===== src/rtl/lsusb_rx_pkg.sv =====
package lsusb_rx_pkg;

  // Receiver control states
  typedef enum logic [2:0] {
    ST_IDLE    = 3'd0,
    ST_HUNT    = 3'd1,
    ST_CONFIRM = 3'd2,
    ST_RECV    = 3'd3,
    ST_DRAIN   = 3'd4
  } rx_state_t;

  // Line state as {D+, D-}
  typedef enum logic [1:0] {
    LN_SE0 = 2'b00,
    LN_J   = 2'b01,
    LN_K   = 2'b10,
    LN_SE1 = 2'b11
  } line_t;

endpackage


===== src/rtl/lsusb_rx_sync.sv =====
module lsusb_rx_sync #(
  parameter int WIDTH  = 2,
  parameter int STAGES = 2
) (
  input  logic             clk,
  input  logic             rst,
  input  logic [WIDTH-1:0] d_i,
  output logic [WIDTH-1:0] q_o
);
  for (genvar b = 0; b < WIDTH; b++) begin : g_bit
    logic [STAGES-1:0] chain;
    always_ff @(posedge clk) begin
      if (rst) chain <= '0;
      else     chain <= {chain[STAGES-2:0], d_i[b]};
    end
    assign q_o[b] = chain[STAGES-1];
  end
endmodule


===== src/rtl/lsusb_rx_phase.sv =====
module lsusb_rx_phase #(
  parameter int CLK_NUM  = 32,
  parameter int CLK_DEN  = 3,
  parameter int CONF_DLY = 16
) (
  input  logic clk,
  input  logic rst,
  input  logic restart_i,
  input  logic enable_i,
  output logic tick_o
);
  localparam int BASE      = CLK_NUM / CLK_DEN;
  localparam int REM       = CLK_NUM % CLK_DEN;
  localparam int FRAC_INIT = (REM == 0) ? 0 : CLK_DEN - REM;
  localparam int TMAX      = (CONF_DLY > BASE + 1) ? CONF_DLY : BASE + 1;
  localparam int TW        = $clog2(TMAX + 1);
  localparam int FW        = $clog2(2 * CLK_DEN);

  logic [TW-1:0] tmr;
  logic [FW-1:0] frac, frac_sum;
  logic          extra;

  assign tick_o   = enable_i && (tmr == TW'(1));
  assign frac_sum = frac + FW'(REM);
  assign extra    = (frac_sum >= FW'(CLK_DEN));

  always_ff @(posedge clk) begin
    if (rst) begin
      tmr  <= '0;
      frac <= '0;
    end else if (restart_i) begin
      tmr  <= TW'(CONF_DLY);
      frac <= FW'(FRAC_INIT);
    end else if (tick_o) begin
      tmr  <= TW'(BASE) + TW'(extra);
      frac <= extra ? (frac_sum - FW'(CLK_DEN)) : frac_sum;
    end else if (enable_i && tmr > TW'(1)) begin
      tmr <= tmr - TW'(1);
    end
  end

  // Gap tracking for the spacing checks
  logic [TW:0] gap, g1, g2;
  logic [1:0]  nt;
  always_ff @(posedge clk) begin
    if (rst) begin
      gap <= '0; g1 <= '0; g2 <= '0; nt <= '0;
    end else if (restart_i) begin
      gap <= (TW+1)'(1); nt <= '0;
    end else if (tick_o) begin
      g2  <= g1;
      g1  <= gap;
      gap <= (TW+1)'(1);
      nt  <= (nt == 2'd3) ? nt : nt + 2'd1;
    end else if (enable_i) begin
      gap <= gap + (TW+1)'(1);
    end
  end


  gap_range_chk: assert property (@(posedge clk) disable iff (rst)
    (tick_o && nt != 2'd0) |-> (int'(gap) == BASE || int'(gap) == BASE + 1));

  gap_sum_chk: assert property (@(posedge clk) disable iff (rst)
    (tick_o && nt == 2'd3) |-> (int'(gap) + int'(g1) + int'(g2) == CLK_NUM));
endmodule


===== src/rtl/lsusb_rx_nrzi.sv =====
module lsusb_rx_nrzi #(
  parameter int BW  = 8,
  parameter int RUN = 6
) (
  input  logic          clk,
  input  logic          rst,
  input  logic          clear_i,
  input  logic          sample_i,
  input  logic          lvl_i,
  output logic          byte_vld_o,
  output logic [BW-1:0] byte_o
);
  localparam int CW  = $clog2(RUN + 1);
  localparam int BCW = $clog2(BW);

  logic           prev;
  logic [CW-1:0]  ones;
  logic [BCW-1:0] bcnt;
  logic [BW-1:0]  sh, nxt;
  logic           bit_v;

  assign bit_v = (lvl_i == prev);
  assign nxt   = {bit_v, sh[BW-1:1]};

  always_ff @(posedge clk) begin
    if (rst) begin
      prev <= 1'b0; ones <= '0; bcnt <= '0; sh <= '0;
      byte_vld_o <= 1'b0; byte_o <= '0;
    end else begin
      byte_vld_o <= 1'b0;
      if (clear_i) begin
        prev <= 1'b0;        // sync ends on K, D- low
        ones <= CW'(1);      // trailing sync 1 counts toward the run
        bcnt <= '0;
      end else if (sample_i) begin
        prev <= lvl_i;
        if (ones == CW'(RUN)) begin
          ones <= '0;        // stuffed bit dropped
        end else begin
          ones <= bit_v ? ones + CW'(1) : '0;
          sh   <= nxt;
          if (bcnt == BCW'(BW - 1)) begin
            byte_vld_o <= 1'b1;
            byte_o     <= nxt;
            bcnt       <= '0;
          end else begin
            bcnt <= bcnt + BCW'(1);
          end
        end
      end
    end
  end


  run_limit_chk: assert property (@(posedge clk) disable iff (rst)
    ones <= CW'(RUN));

  stuff_drop_chk: assert property (@(posedge clk) disable iff (rst)
    (sample_i && !clear_i && ones == CW'(RUN)) |=> !byte_vld_o);
endmodule


===== src/rtl/lsusb_rx.sv =====
module lsusb_rx
  import lsusb_rx_pkg::*;
#(
  parameter int BUF_DEPTH   = 8,
  parameter int CLK_NUM     = 32,
  parameter int CLK_DEN     = 3,
  parameter int SYNC_WINDOW = 120,
  localparam int AW = (BUF_DEPTH > 1) ? $clog2(BUF_DEPTH) : 1,
  localparam int LW = $clog2(BUF_DEPTH + 1)
) (
  input  logic          clk,
  input  logic          rst,
  input  logic          dp_i,
  input  logic          dm_i,
  output logic          wr_en_o,
  output logic [AW-1:0] wr_addr_o,
  output logic [7:0]    wr_data_o,
  output logic          eop_o,
  output logic [LW-1:0] rx_len_o,
  output logic          ovf_o,
  output logic          sync_err_o
);
  localparam int CONF_DLY = (3 * CLK_NUM) / (2 * CLK_DEN);
  localparam int WW       = $clog2(SYNC_WINDOW + 1);

  logic [1:0] line_s;
  line_t      line, prev_line;
  rx_state_t  state;
  logic [WW-1:0] win;
  logic [LW-1:0] cnt;
  logic       edge_jk, tick, restart, enable, dec_clear, dec_sample;
  logic       byte_vld;
  logic [7:0] byte_q;
  logic       win_end;

  lsusb_rx_sync #(.WIDTH(2), .STAGES(2)) u_sync (
    .clk(clk), .rst(rst), .d_i({dp_i, dm_i}), .q_o(line_s));

  assign line    = line_t'(line_s);
  assign edge_jk = (prev_line == LN_J) && (line == LN_K);
  assign win_end = (win == WW'(SYNC_WINDOW - 1));
  assign restart = edge_jk && ((state == ST_IDLE) || (state == ST_HUNT && !win_end));
  assign enable  = (state == ST_CONFIRM) || (state == ST_RECV);
  assign dec_clear  = (state == ST_CONFIRM) && tick && (line == LN_K);
  assign dec_sample = (state == ST_RECV) && tick && (line != LN_SE0);

  lsusb_rx_phase #(.CLK_NUM(CLK_NUM), .CLK_DEN(CLK_DEN), .CONF_DLY(CONF_DLY)) u_phase (
    .clk(clk), .rst(rst), .restart_i(restart), .enable_i(enable), .tick_o(tick));

  lsusb_rx_nrzi #(.BW(8), .RUN(6)) u_nrzi (
    .clk(clk), .rst(rst), .clear_i(dec_clear), .sample_i(dec_sample),
    .lvl_i(line_s[0]), .byte_vld_o(byte_vld), .byte_o(byte_q));

  always_ff @(posedge clk) begin
    if (rst) begin
      state <= ST_IDLE; prev_line <= LN_J; win <= '0; cnt <= '0;
      wr_en_o <= 1'b0; wr_addr_o <= '0; wr_data_o <= '0;
      eop_o <= 1'b0; rx_len_o <= '0; ovf_o <= 1'b0; sync_err_o <= 1'b0;
    end else begin
      prev_line  <= line;
      wr_en_o    <= 1'b0;
      eop_o      <= 1'b0;
      ovf_o      <= 1'b0;
      sync_err_o <= 1'b0;
      unique case (state)
        ST_IDLE: begin
          cnt <= '0;
          win <= '0;
          if (edge_jk) state <= ST_CONFIRM;
        end
        ST_HUNT: begin
          win <= win + WW'(1);
          if (win_end) begin
            sync_err_o <= 1'b1;
            state      <= ST_DRAIN;
          end else if (edge_jk) begin
            state <= ST_CONFIRM;
          end
        end
        ST_CONFIRM: begin
          win <= win + WW'(1);
          if (tick && line == LN_K) begin
            state <= ST_RECV;
          end else if (win_end) begin
            sync_err_o <= 1'b1;
            state      <= ST_DRAIN;
          end else if (tick) begin
            state <= ST_HUNT;
          end
        end
        ST_RECV: begin
          if (tick && line == LN_SE0) begin
            eop_o    <= 1'b1;
            rx_len_o <= cnt;
            state    <= ST_IDLE;
          end else if (byte_vld) begin
            if (cnt == LW'(BUF_DEPTH)) begin
              ovf_o <= 1'b1;
              state <= ST_DRAIN;
            end else begin
              wr_en_o   <= 1'b1;
              wr_addr_o <= cnt[AW-1:0];
              wr_data_o <= byte_q;
              cnt       <= cnt + LW'(1);
            end
          end
        end
        ST_DRAIN: begin
          if (line == LN_SE0) state <= ST_IDLE;
        end
        default: state <= ST_IDLE;
      endcase
    end
  end


  lock_on_k_chk: assert property (@(posedge clk) disable iff (rst)
    (state == ST_RECV && $past(state) == ST_CONFIRM) |-> $past(line) == LN_K);

  sync_err_clean_chk: assert property (@(posedge clk) disable iff (rst)
    sync_err_o |-> (cnt == '0 && state == ST_DRAIN));

  eop_len_chk: assert property (@(posedge clk) disable iff (rst)
    eop_o |-> rx_len_o <= LW'(BUF_DEPTH));

  ovf_no_write_chk: assert property (@(posedge clk) disable iff (rst)
    ovf_o |=> (!wr_en_o && !eop_o));

  strobe_excl_chk: assert property (@(posedge clk) disable iff (rst)
    $onehot0({wr_en_o, eop_o, ovf_o, sync_err_o}));
endmodule


===== config.mk =====
export PLATFORM = sky130hd
export DESIGN_NAME = lsusb_rx
export DESIGN_NICKNAME = d
export VERILOG_FILES = /design/src/rtl/lsusb_rx_pkg.sv /design/src/rtl/lsusb_rx_sync.sv /design/src/rtl/lsusb_rx_phase.sv /design/src/rtl/lsusb_rx_nrzi.sv /design/src/rtl/lsusb_rx.sv
export SDC_FILE = /design/constraint.sdc
export NUM_CORES = 1
export LEC_CHECK = 0
export CORE_UTILIZATION = 58
export DETAILED_ROUTE_END_ITERATION = 8
export GPL_ROUTABILITY_DRIVEN = 0
export PLACE_DENSITY = 0.82
export SETUP_SLACK_MARGIN = 0.02
export SLEW_MARGIN = 5
export SYNTH_ARGS = -nofsm -noshare
export SYNTH_HDL_FRONTEND = slang
export SYNTH_SLANG_ARGS = --single-unit

===== constraint.sdc =====
create_clock -name clk -period 2.8 [get_ports clk]
set_input_delay 0.42 -clock clk [delete_from_list [all_inputs] [get_ports clk]]
set_output_delay 0.42 -clock clk [all_outputs]
set_load 0.01 [all_outputs]

# ---- After elaboration in Yosys (flattened, before gate mapping)
# Cells that the tools add are included.
# W data, S select, Z words.
dict set report word_totals {
  ff_bits 71
  latchBits 0
  ramBits 0
  rom_bits 0
  in_bits 4
  out_inout_bits 19
  mem_count 0
}
dict set report op_classes {
  add_sub_neg 8
  multipliers 0
  div 0
  n_lt_le_gt_ge 2
  eq_ne 19
  n_shift 0
  muxes 33
  bitwise 7
  reduce_logical 36
}
# cell count
set ops {}
lappend ops {{$mux W3} 13}
lappend ops {{$reduce_and A4 Y1} 4}
lappend ops {{$mux W5} 3}
lappend ops {{$pmux W3 S5} 1}
lappend ops {{$pmux W7 S2} 1}
lappend ops {{$mux W4} 3}
lappend ops {{$reduce_bool A2 Y1} 6}
lappend ops {{$logic_and A1 B1 Y1} 11}
lappend ops {{$mux W1} 10}
lappend ops {{$eq A3 B3 Y1 const B} 3}
lappend ops {{$pmux W4 S2} 1}
lappend ops {{$reduce_or A2 Y1} 4}
lappend ops {{$reduce_or A4 Y1} 2}
lappend ops {{$add A7 B1 Y7 const B} 1}
lappend ops {{$eq A7 B7 Y1 const B} 1}
lappend ops {{$not A1 Y1} 7}
lappend ops {{$add A3 B1 Y3 const B} 2}
lappend ops {{$eq A3 B2 Y1 const B} 2}
lappend ops {{$ne A2 B2 Y1 const B} 3}
lappend ops {{$ne A3 B1 Y1 const B} 2}
lappend ops {{$add A4 B1 Y5 const A} 1}
lappend ops {{$eq A5 B1 Y1 const B} 1}
lappend ops {{$gt A5 B1 Y1 const B} 1}
lappend ops {{$sub A5 B1 Y5 const B} 1}
lappend ops {{19 further kinds} 21}

# ---- Depth between registers and ports, before layout
dict set report logic_depth {
  word_depth 7
  depth_mapped 8
}

# ---- By module
# A second synthesis with hierarchy kept.
dict set report unflattened {
  cells_unflattened 357
  area_unflattened_um2 3220.6
}
# mod instances cells_each area_each_um2
set modules_own_cells {}
lappend modules_own_cells {lsusb_rx 1 176 1606.5}
lappend modules_own_cells {lsusb_rx_nrzi 1 113 998.5}
lappend modules_own_cells {lsusb_rx_phase 1 58 495.5}
lappend modules_own_cells {lsusb_rx_sync 1 10 120.1}

# ---- Least setup slack after synthesis
# Ideal clock, no wire load.
dict set report synth_path {
  path_type {register -> register}
  start {register u_phase.tmr[0]}
  end {register state[2]}
  setup_ns 0.127
  t_arrival_ns 1.831
  required_ns 2.673
  slack_ns 0.842
  path_stages_with_launch 7
  n_path_buf 1
  synth_period_minus_slack_ns 1.958
  path_cell_list {dfxtp_1 -> ha_1 -> or4b_4 -> buf_2 -> o211ai_2 -> nor4_1 -> or3_1}
}
dict set report synth_via {
  elab_chain_len 5
  word_cells_on_any_way 11
  classes_between {eq/ne (4); mux (3); reduce/logical (4)}
}
# element line
set synth_lines {}
lappend synth_lines {{start, declared} lsusb_rx_phase.sv:19} ;# logic [TW-1:0] tmr;
lappend synth_lines {{start signal, assigned} lsusb_rx_phase.sv:32} ;# tmr <= TW'(CONF_DLY);
lappend synth_lines {{start signal, assigned} lsusb_rx_phase.sv:35} ;# tmr <= TW'(BASE) + TW'(extra);
lappend synth_lines {{start signal, assigned} lsusb_rx_phase.sv:38} ;# tmr <= tmr - TW'(1);
lappend synth_lines {{$eq A5 B1 Y1 (*)} lsusb_rx_phase.sv:23} ;# assign tick_o = enable_i && (tmr == TW'(1));
lappend synth_lines {{$logic_and A1 B1 Y1 (*)} lsusb_rx_phase.sv:23}
lappend synth_lines {{$logic_and A1 B1 Y1 (on tied branches)} {lsusb_rx.sv:82, lsusb_rx.sv:92}}
lappend synth_lines {{$ne A4 B3 Y1 (no source line), or another cell as far along} --}
lappend synth_lines {{$reduce_and A4 Y1 (no source line) / $pmux W3 S5 (equally long branches)} --}
lappend synth_lines {{end signal, assigned} lsusb_rx.sv:83} ;# state <= ST_RECV;
lappend synth_lines {{end signal, assigned} lsusb_rx.sv:86} ;# state <= ST_DRAIN;
lappend synth_lines {{end signal, assigned} lsusb_rx.sv:88} ;# state <= ST_HUNT;
lappend synth_lines {{end, declared} lsusb_rx.sv:28} ;# rx_state_t state;
# Mark *: on every way between the ends. The rest lies on a longest branch, timed or not.
# A chain may end at the register's enable or synchronous reset.

# ---- Final worst setup path
dict set report layout_path {
  start {register u_phase.tmr[0]}
  end {register u_nrzi.byte_o[7]}
}
dict set report layout_via {
  elab_chain_len 6
  word_cells_on_any_way 8
  classes_between {eq/ne (1); bitwise (1); reduce/logical (6)}
}
# element line
set layout_lines {}
lappend layout_lines {{$eq A5 B1 Y1 (*)} lsusb_rx_phase.sv:23}
lappend layout_lines {{$logic_and A1 B1 Y1 (*)} lsusb_rx_phase.sv:23}
lappend layout_lines {{$logic_and A1 B1 Y1 (2 in series)} lsusb_rx.sv:44} ;# assign dec_clear = (state == ST_CONFIRM) && tick && (line == LN_K);
lappend layout_lines {{$not A1 Y1 (no source line)} --}
lappend layout_lines {{$reduce_and A4 Y1 (no source line) (*)} --}
lappend layout_lines {{end signal, assigned} lsusb_rx_nrzi.sv:44} ;# byte_o <= nxt;
lappend layout_lines {{end, declared} lsusb_rx_nrzi.sv:11} ;# output logic [BW-1:0] byte_o
# Marked as above.

==> impl_metrics.ini <==
[status]
outcome = complete, no violations

[worst_setup_path]
worstPathRequired_ns = 3.08
worst-setup-path-type = reg2reg
worstPathCellList = ha_1 -> nor4b_2 -> nand4_1 -> or3_1 -> a21oi_1
cp.arrival_ns = 2.62
worstReg2RegStart = u_phase.tmr[0]
startpoint_type = flop
cp_top_family = simple AND/OR/NAND/NOR gates
crit_path_max_incr_delay_ns = 0.51
r2r_end = u_nrzi.byte_o[7]
critPathLaunch = u_phase.tmr[0]
cp_max_fo = 13
reg2reg_depth = 5
r2r_slack_ns = 0.47
slowest_stage = nor4b_2
cp-end-kind = flop
critPathBufInv = 0

[clock_tree]
clockBufferDepth = 2
clock_sinks = 70
clockRootBuffer = clkbuf_8
hold_buffers = 0
cts_buffers = 9
worstSkewPairLatency_ns = 0.35
cts_max_level = 3
clkTransAtPathRegs_ns = 0.07
cts_resized = 0
cts_setup_buffers = 0
tritoncts = done

[die]
core_region_area_sq_mm = 0.00514
io_pins = 23
die_h_microns = 75.1
rows = 26
dieArea_sq_mm = 0.00565
die_x_microns = 75.1
start_util = 0.604

[drt]
first_pass_iters = 4
wirelength_mm = 6.26
first_iter_violations = 184
drc = 0
vias = 2612
wire_per_inst_microns = 13.8
viasPerCell = 5.74
ant_nets = 0

[pwr]
powerDensity_mw_per_mm2 = 579
p_leak_nw = 1.24
vdd.ir_drop.worst_uv = 327

[final_layout]
final_util = 0.700
nFillCells = 435
drive_gt1_frac = 0.0961
finalNonFillerCells = 455
syn2layout_area_growth_pct = 16.0
multi_input_area_sq_mm = 0.00158
antenna_cells = 0
nets = 397
ff_latch_area_sq_mm = 0.00140

[logic_synthesis]
syn_inst = 361
synth.area.top_cells = dfxtp_1 45%, a21oi_1 7.4%, nand2_1 5.3%
synth_top_family_by_area = simple AND/OR/NAND/NOR gates
async_reset_ff_frac = 0
synth_fa_ha_area_frac = 0.0484
synth_compound_area_frac = 0.174
synth_edf_count = 0
yosysMostFrequentCell = dfxtp_1
netlist_top_cells_count = 70 x dfxtp_1, 46 x a21oi_1, 44 x nand2_1, 21 x nand3_1, 20 x nor2_1
yosys_warnings = 0
yosys.area.top_type = dfxtp_1
yosys_register_bits = 70
synth_fp_nets = 377
synthMuxAreaShare = 0.0202
seq_area_frac_synth = 0.452
synthFlopType = dfxtp_1
synth_simple_gate_area_share = 0.254
synth_top_area_share = 0.452
synth_area_sq_mm = 0.00310
synth.distinct_cells = 52
synth_xor_area_frac = 0.0113
avgSynthCellArea_sq_um = 8.60

[sta]
timing.fmax_ghz = 0.429
holdWs_ns = 0.436
period_share = 0.833
slew_violations = 0
fin_crit_ns = 2.33
finalHoldViolCount = 0
finClkSkew_ns = 0.00823
finalSetupTns_ns = 0
maxSlewHeadroom = 0.602
rsz0062_at_grt = no
tightest_slew_ns = 0.595
worst_slack_ns = 0.467
finalSetupViolations = 0

[global_routing]
grt_pass1_wl_mm = 10.3
grt_overflow_total = 0
grt_pass1_vias = 2297
grt_usage = 0.240
grt_max_degree = 33
antenna_found_initial = 0

[run]
max_cap_viol_count = 0

[placement]
port_buffers = 22
pre_cts_ws_ns = 0.564
post-place-cells = 440
hpwl_mm = 4.22

[min_path]
hold_depth = 1
worstHoldPathType = reg2reg
whs_endpoint = u_sync.g_bit[0].chain[1]
hold_path.startpoint = u_sync.g_bit[0].chain[0]
-- registers in the layout, indices dropped and copies added, names as in the netlist, 3 cells and up --
| name | flops |
|---|---|
| u_phase.frac | 3 |
| u_sync.g_bit.chain | 4 |
| u_nrzi.ones | 3 |
| u_phase.tmr | 5 |
| u_nrzi.bcnt | 3 |
| u_nrzi.sh | 7 |
| state | 3 |
| wr_addr_o | 3 |
| win | 7 |
| wr_data_o | 8 |
| cnt | 4 |
| u_nrzi.byte_o | 8 |
| rx_len_o | 4 |
-- cell usage in the layout (no fill, tap or decap), types with 5 or more instances in the layout --
master,netlist,routed
nand2_1,44,44
nor2b_1,7,7
o21ai_0,16,16
or2_2,7,7
ha_1,12,12
nor2_1,20,20
buf_4,0,5
nor3_1,12,12
dfxtp_1,70,70
or3_1,7,7
inv_1,12,12
nand3_1,21,21
a21oi_1,46,46
a31oi_1,5,5
clkdlybuf4s50_1,0,21
clkbuf_8,0,9
-- worst max path at each step --
stage	to	slack [ns]	cells past startpoint
CTS	u_nrzi.byte_o[7]	0.52	5
finish	u_nrzi.byte_o[7]	0.47	5
global route	u_nrzi.byte_o[7]	0.21	5
floorplan	state[2]	0.84	6
detailed placement	u_nrzi.byte_o[7]	0.56	5
global placement	u_nrzi.byte_o[7]	0.62	5
-- through the flow --
| step | power (W) | area [sq um] |
|---|---|---|
| 4_1_cts | 0.00209 | 3600 |
| 6_report | 0.00208 | 3600 |
| 3_5_place_dp | 0.00114 | 3360 |
| 3_3_place_gp | 0.00113 | 3360 |
| 5_1_grt | 0.00214 | 3600 |
| 2_1_floorplan | 0.00111 | 3100 |
-- kinds of logic after synthesis --
group / Yosys count
muxes: 6
AOI/OAI and AO/OA: 90
and+or+nand+nor: 149
adders and majority gates: 12
buffers and inverters: 30
DFF: 70
xor gates and xnor gates: 4
-- layer usage --
| layer | routed length (microns) | track usage | vias up |
|---|---|---|---|
| met5 | 0 | 0 | - |
| li1 | - | - | 1326 |
| met2 | 2900 | 0.368 | 37 |
| met1 | 3050 | 0.319 | 1238 |
| met4 | 127 | 0.123 | 0 |
| met3 | 179 | 0.0495 | 11 |
-- where the power goes --
part           switching [W]  internal, W  leakage, nW
sequential         0.0000139      0.00100        0.565
clock               0.000381     0.000586        0.115
combinational      0.0000601    0.0000358        0.561
-- area by class of cell --
type,instances,share of cell area
Tap cell,70,0.0243
Multi-Input combinational cell,261,0.438
Clock inverter,6,0.0309
Inverter,12,0.0125
Timing Repair Buffer,27,0.0702
Clock buffer,9,0.0344
Sequential cell,70,0.389
Note: power is estimated with default switching activity, not from simulation.
